`src/rtl/cfg_seq_pkg.sv`:
```
package cfg_seq_pkg;

  typedef enum logic [2:0] {
    S_RESET  = 3'd0,
    S_SCRUB  = 3'd1,
    S_FCLR   = 3'd2,
    S_HOLD   = 3'd3,
    S_WAITF  = 3'd4,
    S_CONFIG = 3'd5,
    S_RUN    = 3'd6
  } seq_state_t;

  function automatic logic is_clearing(seq_state_t s);
    return (s == S_SCRUB) || (s == S_FCLR);
  endfunction

  function automatic logic holds_loader(seq_state_t s);
    return (s == S_RESET) || (s == S_SCRUB) || (s == S_FCLR) || (s == S_HOLD);
  endfunction

endpackage

```
`src/rtl/cfg_pin_sync.sv`:
```
module cfg_pin_sync #(
  parameter int          N    = 3,
  parameter logic [N-1:0] INIT = '0
) (
  input  logic         clk,
  input  logic         arst,
  input  logic [N-1:0] pin,
  output logic [N-1:0] lvl,
  output logic [N-1:0] chg
);

  for (genvar i = 0; i < N; i++) begin : g_bit
    logic s1_q, s2_q, prev_q;
    always_ff @(posedge clk or posedge arst) begin
      if (arst) begin
        s1_q   <= INIT[i];
        s2_q   <= INIT[i];
        prev_q <= INIT[i];
      end else begin
        s1_q   <= pin[i];
        s2_q   <= s1_q;
        prev_q <= s2_q;
      end
    end
    assign lvl[i] = s2_q;
    assign chg[i] = s2_q ^ prev_q;
  end

endmodule

```
`src/rtl/cfg_stretch_timer.sv`:
```
module cfg_stretch_timer #(
  parameter int WIDTH = 17
) (
  input  logic clk,
  input  logic arst,
  input  logic run,
  output logic last
);

  logic [WIDTH-1:0] cnt_q;

  always_ff @(posedge clk or posedge arst) begin
    if (arst) cnt_q <= '0;
    else      cnt_q <= run ? cnt_q + 1'b1 : '0;
  end

  assign last = &cnt_q;

endmodule

```
`src/rtl/cfg_clear_walker.sv`:
```
module cfg_clear_walker #(
  parameter int DEPTH  = 256,
  parameter int ADDR_W = 8
) (
  input  logic              clk,
  input  logic              arst,
  input  logic              advance,
  output logic [ADDR_W-1:0] addr,
  output logic              last
);

  localparam logic [ADDR_W-1:0] TOP = ADDR_W'(DEPTH - 1);

  function automatic logic [ADDR_W-1:0] step_addr(logic [ADDR_W-1:0] a);
    return (a == TOP) ? '0 : a + 1'b1;
  endfunction

  logic [ADDR_W-1:0] addr_q;

  always_ff @(posedge clk or posedge arst) begin
    if (arst) addr_q <= '0;
    else      addr_q <= advance ? step_addr(addr_q) : '0;
  end

  assign addr = addr_q;
  assign last = (addr_q == TOP);

endmodule

```
`src/rtl/cfg_reset_seq.sv`:
```
module cfg_reset_seq
  import cfg_seq_pkg::*;
#(
  parameter int STRETCH_W = 17,
  parameter int DEPTH     = 256,
  parameter int DATA_W    = 8,
  parameter int ADDR_W    = (DEPTH > 1) ? $clog2(DEPTH) : 1
) (
  input  logic              clk,
  input  logic              pwr_pulse,
  input  logic              por_pin,
  input  logic              rst_n_pin,
  input  logic              reconf_n_pin,
  input  logic              auto_mode,
  input  logic              func_wr,
  input  logic              cfg_done,
  output logic [ADDR_W-1:0] mem_addr,
  output logic              mem_we,
  output logic [DATA_W-1:0] mem_wdata,
  output logic              analog_pd,
  output logic              loader_rst,
  output logic              cfg_start
);

  seq_state_t st_q, nxt;
  logic       hold_q, hold_nxt, start_q, go_cfg;
  logic [2:0] pin_lvl, pin_chg;
  logic       por_lvl, rst_lvl;
  logic       por_rise, rst_fall, bfr_fall;
  logic       restart_evt, clear_evt, reconf_evt, roll_evt, pass_evt;
  logic       stretch_last, addr_last, fclr_entry, walk_adv;

  cfg_pin_sync #(.N(3), .INIT(3'b110)) u_sync (
    .clk (clk),
    .arst(pwr_pulse),
    .pin ({reconf_n_pin, rst_n_pin, por_pin}),
    .lvl (pin_lvl),
    .chg (pin_chg)
  );

  assign por_lvl  = pin_lvl[0];
  assign rst_lvl  = pin_lvl[1];
  assign por_rise = pin_chg[0] & pin_lvl[0];
  assign rst_fall = pin_chg[1] & ~pin_lvl[1];
  assign bfr_fall = pin_chg[2] & ~pin_lvl[2];

  assign restart_evt = por_rise & rst_lvl;
  assign clear_evt   = rst_fall & ~por_lvl &
                       ((st_q == S_WAITF) || (st_q == S_CONFIG) || (st_q == S_RUN));
  assign reconf_evt  = bfr_fall & auto_mode & ((st_q == S_CONFIG) || (st_q == S_RUN));
  assign roll_evt    = (st_q == S_SCRUB) & stretch_last;
  assign pass_evt    = (st_q == S_FCLR) & addr_last;

  always_comb begin
    nxt      = st_q;
    hold_nxt = hold_q;
    if (restart_evt) begin
      nxt = S_RESET;
    end else if (clear_evt) begin
      nxt      = S_FCLR;
      hold_nxt = 1'b1;
    end else begin
      unique case (st_q)
        S_RESET: nxt = S_SCRUB;
        S_SCRUB: if (roll_evt) begin
          nxt      = S_FCLR;
          hold_nxt = ~rst_lvl;
        end
        S_FCLR:   if (pass_evt) nxt = hold_q ? S_HOLD : (auto_mode ? S_CONFIG : S_WAITF);
        S_HOLD:   if (rst_lvl)  nxt = auto_mode ? S_CONFIG : S_WAITF;
        S_WAITF:  if (func_wr)  nxt = S_CONFIG;
        S_CONFIG: if (!reconf_evt && cfg_done) nxt = S_RUN;
        S_RUN:    if (reconf_evt) nxt = S_CONFIG;
        default:  nxt = S_RESET;
      endcase
    end
    go_cfg = (nxt == S_CONFIG) && ((st_q != S_CONFIG) || reconf_evt);
  end

  assign fclr_entry = (nxt == S_FCLR) && (st_q != S_FCLR);
  assign walk_adv   = is_clearing(st_q) && is_clearing(nxt) && !fclr_entry;

  cfg_stretch_timer #(.WIDTH(STRETCH_W)) u_timer (
    .clk (clk),
    .arst(pwr_pulse),
    .run ((st_q == S_SCRUB) && (nxt == S_SCRUB)),
    .last(stretch_last)
  );

  cfg_clear_walker #(.DEPTH(DEPTH), .ADDR_W(ADDR_W)) u_walker (
    .clk    (clk),
    .arst   (pwr_pulse),
    .advance(walk_adv),
    .addr   (mem_addr),
    .last   (addr_last)
  );

  always_ff @(posedge clk or posedge pwr_pulse) begin
    if (pwr_pulse) begin
      st_q    <= S_RESET;
      hold_q  <= 1'b0;
      start_q <= 1'b0;
    end else begin
      st_q    <= nxt;
      hold_q  <= hold_nxt;
      start_q <= go_cfg;
    end
  end

  assign mem_we     = is_clearing(st_q);
  assign mem_wdata  = '0;
  assign analog_pd  = (st_q != S_RUN);
  assign loader_rst = holds_loader(st_q);
  assign cfg_start  = start_q;

endmodule

```
`config.mk`:
```
export PLATFORM = sky130hd
export DESIGN_NAME = cfg_reset_seq
export DESIGN_NICKNAME = d
export VERILOG_FILES = /design/src/rtl/cfg_seq_pkg.sv /design/src/rtl/cfg_pin_sync.sv /design/src/rtl/cfg_stretch_timer.sv /design/src/rtl/cfg_clear_walker.sv /design/src/rtl/cfg_reset_seq.sv
export SDC_FILE = /design/constraint.sdc
export NUM_CORES = 1
export LEC_CHECK = 0
export BUFFER_PORTS_ARGS = -buffer_cell sky130_fd_sc_hd__buf_2
export CAP_MARGIN = 5
export CORE_UTILIZATION = 56
export DETAILED_ROUTE_END_ITERATION = 16
export PLACE_DENSITY = 0.78
export SYNTH_ARGS = -nofsm -noshare
export SYNTH_HDL_FRONTEND = slang
export SYNTH_SLANG_ARGS = --single-unit
```
`constraint.sdc`:
```
create_clock -name clk -period 3.8 [get_ports clk]
set_input_delay 0.95 -clock clk [delete_from_list [all_inputs] [get_ports clk]]
set_output_delay 0.95 -clock clk [all_outputs]
set_load 0.02 [all_outputs]
```
Yosys cells after proc, flatten, opt, wreduce, memory -nomap -nowiden
Index checks and enable logic that the tools add are counted.

storage, ports and cells
  bits in registers = 39
  output and inout port bits = 20
  logic and storage cells = 85

operators by class
  add/subtract/negate cells = 2
  equality and inequality tests = 13
  multiplexer cells = 17
  bitwise logic cells = 17
  reductions and logical operators = 22

operator list
  cell                   count
  $mux 3                 9
  $pmux 3 s7             1
  $add 17x1->17 const B  1
  $mux 17                1
  $reduce_and 17->1      1
  $mux 8                 2
  $eq 3x3->1 const B     4
  $and 1x1->1            10
  $eq 3x2->1 const B     3
  $logic_or 1x1->1       9
  $add 8x1->8 const B    1
  $eq 8x8->1 const B     1
  $eq 3x1->1 const B     2
  $logic_and 1x1->1      6
  $ne 3x3->1 const B     2
  $mux 1                 4
  $not 1->1              4
  $reduce_bool 2->1      2
  $logic_not 3->1        1
  $ne 3x2->1 const B     1
  $reduce_and 3->1       1
  $xor 1x1->1            3
  $logic_not 1->1        2

Logic depth before layout (Yosys ltp)
  word-level depth = 15
  gate-level depth with buffers = 11
  depth with buffers taken out = 10

By module
From an unflattened synthesis, not the netlist that was laid out.

unflattened totals
  cell total of the unflattened synthesis = 223
  area total of the unflattened synthesis = 2177.1 um^2

modules (own cells, without submodules)
  module             instances  cells an instance  area an instance (um^2)  sequential area each (um^2)
  cfg_stretch_timer  1          86                 842.1                    425.4
  cfg_reset_seq      1          81                 648.1                    125.1
  cfg_clear_walker   1          40                 401.6                    200.2
  cfg_pin_sync       1          16                 285.3                    232.7

Least setup slack after synthesis
OpenSTA, ideal clock, no wires.

  kind = register to register
  start = register u_timer.cnt_q[0]
  end = register u_walker.addr_q[0] (netlist: u_walker.addr[0])
  library setup time = 0.094 ns
  data arrival time = 2.659 ns
  path slack = 1.047 ns
  cell stages (with the launch flop) = 12
  buffers on the path = 1
  cell sequence = dfrtp_1 ha_1 nand2_1 nor4_1 and3_1 ha_1 mux2i_1 a22oi_1 o211ai_1 or4_4 buf_6 a221oi_2

on the way
  word-level cells in the longest chain between the ends = 11

RTL lines
  what                                                          line                                    text
  start: declaration                                            cfg_stretch_timer.sv:10                 logic [WIDTH-1:0] cnt_q;
  start signal: assignment                                      cfg_stretch_timer.sv:14                 else cnt_q <= run ? cnt_q + 1'b1 : '0;
  $reduce_and 17->1 *                                           cfg_stretch_timer.sv:17                 assign last = &cnt_q;
  $and 1x1->1 *                                                 cfg_reset_seq.sv:51                     assign roll_evt = (st_q == S_SCRUB) & stretch_last;
  $mux 3 *                                                      cfg_reset_seq.sv:65                     S_SCRUB: if (roll_evt) begin
  $pmux 3 s7 *                                                  cfg_reset_seq.sv:63                     unique case (st_q)
  $mux 3 *                                                      cfg_reset_seq.sv:59                     end else if (clear_evt) begin
  $mux 3 *                                                      cfg_reset_seq.sv:57                     if (restart_evt) begin
  $eq 3x1->1 / $eq 3x2->1 (equally long branches)               cfg_seq_pkg.sv:14, cfg_reset_seq.sv:80
  $logic_or 1x1->1 / $logic_and 1x1->1 (equally long branches)  cfg_seq_pkg.sv:14, cfg_reset_seq.sv:80
  $logic_and 1x1->1 / $logic_not 1->1 (equally long branches)   cfg_reset_seq.sv:81                     assign walk_adv = is_clearing(st_q) && is_clearing(nxt) && !fclr_entry;
  $logic_and 1x1->1 *                                           cfg_reset_seq.sv:81
  $mux 8 *                                                      cfg_clear_walker.sv:22                  else addr_q <= advance ? step_addr(addr_q) : '0;
  end signal: assignment                                        cfg_clear_walker.sv:22
  end: declaration                                              cfg_clear_walker.sv:18                  logic [ADDR_W-1:0] addr_q;

Mark *: on every way between the ends. The rest lies on a longest branch, timed or not.
A chain may end at the register's enable or synchronous reset.

Final worst setup path
Same ends and word-level chain as after synthesis.

==> out/summary.txt <==
Initial drt markers: 125
Hold WC Path Type: reg -> reg
Layout cells sized above 1: 16.4%
RR Startpoint: u_timer.cnt_q[0]$_DFF_PP0_
Ant diodes: 0
Area leader, netlist: dfrtp_1
Ranking of synthesized cells by area: dfrtp_1 (42%), dfstp_2 (8.1%), nor2_1 (5.4%)
First-pass GRT wire length: 5.35 mm
Overall power: 1.14 mW
CTS tree: yes
Setup TNS Final: 0 ps
CP startpoint kind: flop
Pleak: 0.934 nW
CP arrival: 3270 ps
Combinational fraction of design power: 34.0%
Slew at the pin with the worst max-slew slack: 723 ps
Peak VDD IR: 0.298 mV
Dpl cells: 258
Syn-to-layout area delta: 7.85%
Placed Area: 2040 sq um
Die width: 60.9 microns
WL final: 3.29 mm
Share of the yosys chip area belonging to registers: 50.5%
PwrDens: 542 nW/um^2
Hold_ws: 357 ps
Final hold violation count: 0
CP endpoint kind: flop
Avg WL per Cell: 12.4 microns
IO buf count: 19
Initial Utilization: 58.3%
Count leader, synth: dfrtp_1
Die area: 3710 sq um
Post-synth top cells: dfrtp_1 (33), nor2_1 (28), nand2_1 (15)
Chip height: 60.9 microns
Hold path endpoint: u_sync.g_bit[0].s2_q$_DFF_PP0_
Total CTS buffers: 5
Met3 Track Usage GR: 7.25%
Initial antenna violation count: 0
Pre-CTS setup slack: 818 ps
GR Util met1: 25.4%
Max Cap Violations: 0
GRT overflow: 0
Sequential power share: 46.8%
Worst r2r path cells: 10
Final worst-path setup slack: 796 ps
Synth Warn #: 0
Switch share: 39.1%
Met2 GRT Util: 33.1%
Synth unique cells: 42
Yosys reg bits: 39
# nets final: 230
Largest net degree at the start of global routing: 26
Pins Over Slew Limit: 0
Max Clock Freq: 0.333 GHz
RSZ-0062 raised after global routing: no
Layout Utilization: 62.9%
Slew margin rel.: 51.7%
Final Cell Area: 2100 sq um
Clock network power share: 19.2%
DP HPWL: 2.44 mm
Vias: 1405
Final setup violation count: 0
Drc violations: 0
RD Place Congestion: 0.909
Post-CTS sizing: 0
Num rows: 21
Core ar.: 3340 sq um
Clock Skew: 13.4 ps
Yosys top cell area share: 42.4%
Top FF cell, synth: dfrtp_1
Via density: 5.28
Clk pin slew, worst setup/hold paths: 110 ps
GRT Util Overall: 20.5%
CP Max Fanout: 8
Net Switching: 0.444 mW
Setup CP Type: reg -> reg
Internal: 0.693 mW
Asr flop ratio synth: 100%
# clock sinks: 39
Netlist Area Pre-Place: 1950 sq um
R2r endpoint: u_walker.addr[0]$_DFF_PP0_
Status: finished clean
Clk_lat worst skew: 340 ps
Clock buffer depth: 2
Drt first pass iters: 4
Syn Area/Cell: 9.83 sq um
Hold wc startpoint: u_sync.g_bit[0].s1_q$_DFF_PP0_
Final instance count without filler cells: 266
H-tree lvl count: 2
Hold buffers post-CTS: 0
Minimum clock period: 3000 ps
I/O pins: 28
GRT Max-Usage Layer: met2
R2R setup slack: 800 ps
CTS Root Cell: clkbuf_4
CP required: 4060 ps
Final period utilization: 79.1%
Routed Antenna Nets: 0
Post-synth EDFFs: 0
Vias in the first global route: 1257
Syn Inst Count: 198
Hold depth: 0
Postcts setup bufs: 0
## per-layer routing
metal	wire length (microns)	up-vias
li1	-	709
met3	111	6
met4	62	0
met5	0	-
met1	1560	667
met2	1560	23
## worst max-delay path, stage by stage, from the launching register on
cell and delay, ps:
dfrtp_1 400, ha_1 220, nand2_1 80, nor4_1 480
and3_1 270, ha_1 170, mux2i_1 70, a22oi_1 190
o211ai_1 180, or4_4 620, a221oi_2 250
## cell type report
type	count	area [sq um]
inverters	6	22.5
clock buffers	7	55.1
clock inverters	1	5.00
flip-flops and latches	39	983
repair buffers	21	110
multi-input cells	146	865
fillers	287	1240
well taps	46	57.6
## flip-flops by register name (all words and copies together) (netlist names)
register	cells
u_sync.g_bit.s1_q	3
hold_q	1
u_sync.g_bit.prev_q	3
u_walker.addr	8
u_timer.cnt_q	17
cfg_start	1
u_sync.g_bit.s2_q	3
st_q	3
## power groups by stage
stage	Sequential [mW]	Combinational, mW	Clock [mW]
floorplan	0.519	0.329	0
global placement	0.542	0.384	0
detailed placement	0.540	0.391	0
CTS	0.532	0.391	0.226
global route	0.542	0.433	0.242
finish	0.532	0.387	0.218
## cell families (layout without fill, tap and decap cells)
family                     count (synthesis)  count (layout)  synth area share [%]
other                                      1               8                 0.193
muxes                                      1               1                 0.514
xor gates and xnor gates                  19              19                  8.55
adders and majority gates                  3               3                  1.93
and+or+nand+nor                           80              80                  20.5
buffers and inverters                     20              35                  6.37
AOI/OAI and AO/OA                         35              35                  11.4
DFF                                       39              39                  50.5
## cell usage in the layout, fill, tap and decap left out, types with 2 or more instances in the layout
cell,n
conb_1,8
ha_1,3
nor2_1,28
nor2b_1,4
and3_1,5
nor4_1,2
inv_1,6
a21oi_1,11
buf_2,19
a31oi_1,2
nand3_1,12
o21a_1,2
dfstp_2,6
buf_4,2
dfrtp_1,33
xor2_1,11
o211ai_1,2
nor3_1,2
nor3b_1,4
clkbuf_4,5
o21ai_0,8
xnor2_1,8
a211oi_1,2
nand2_1,15
## worst max-delay path by stage
stage	cells past startpoint	endpoint	start	slack (ps)
floorplan	11	u_walker.addr[0]$_DFF_PP0_	u_timer.cnt_q[0]$_DFF_PP0_	1050
global placement	10	u_walker.addr[0]$_DFF_PP0_	u_timer.cnt_q[0]$_DFF_PP0_	900
detailed placement	10	u_walker.addr[0]$_DFF_PP0_	u_timer.cnt_q[0]$_DFF_PP0_	820
CTS	10	u_walker.addr[0]$_DFF_PP0_	u_timer.cnt_q[0]$_DFF_PP0_	800
global route	10	u_walker.addr[0]$_DFF_PP0_	u_timer.cnt_q[0]$_DFF_PP0_	550
finish	10	u_walker.addr[0]$_DFF_PP0_	u_timer.cnt_q[0]$_DFF_PP0_	800
(Power assumes the default switching activity.)
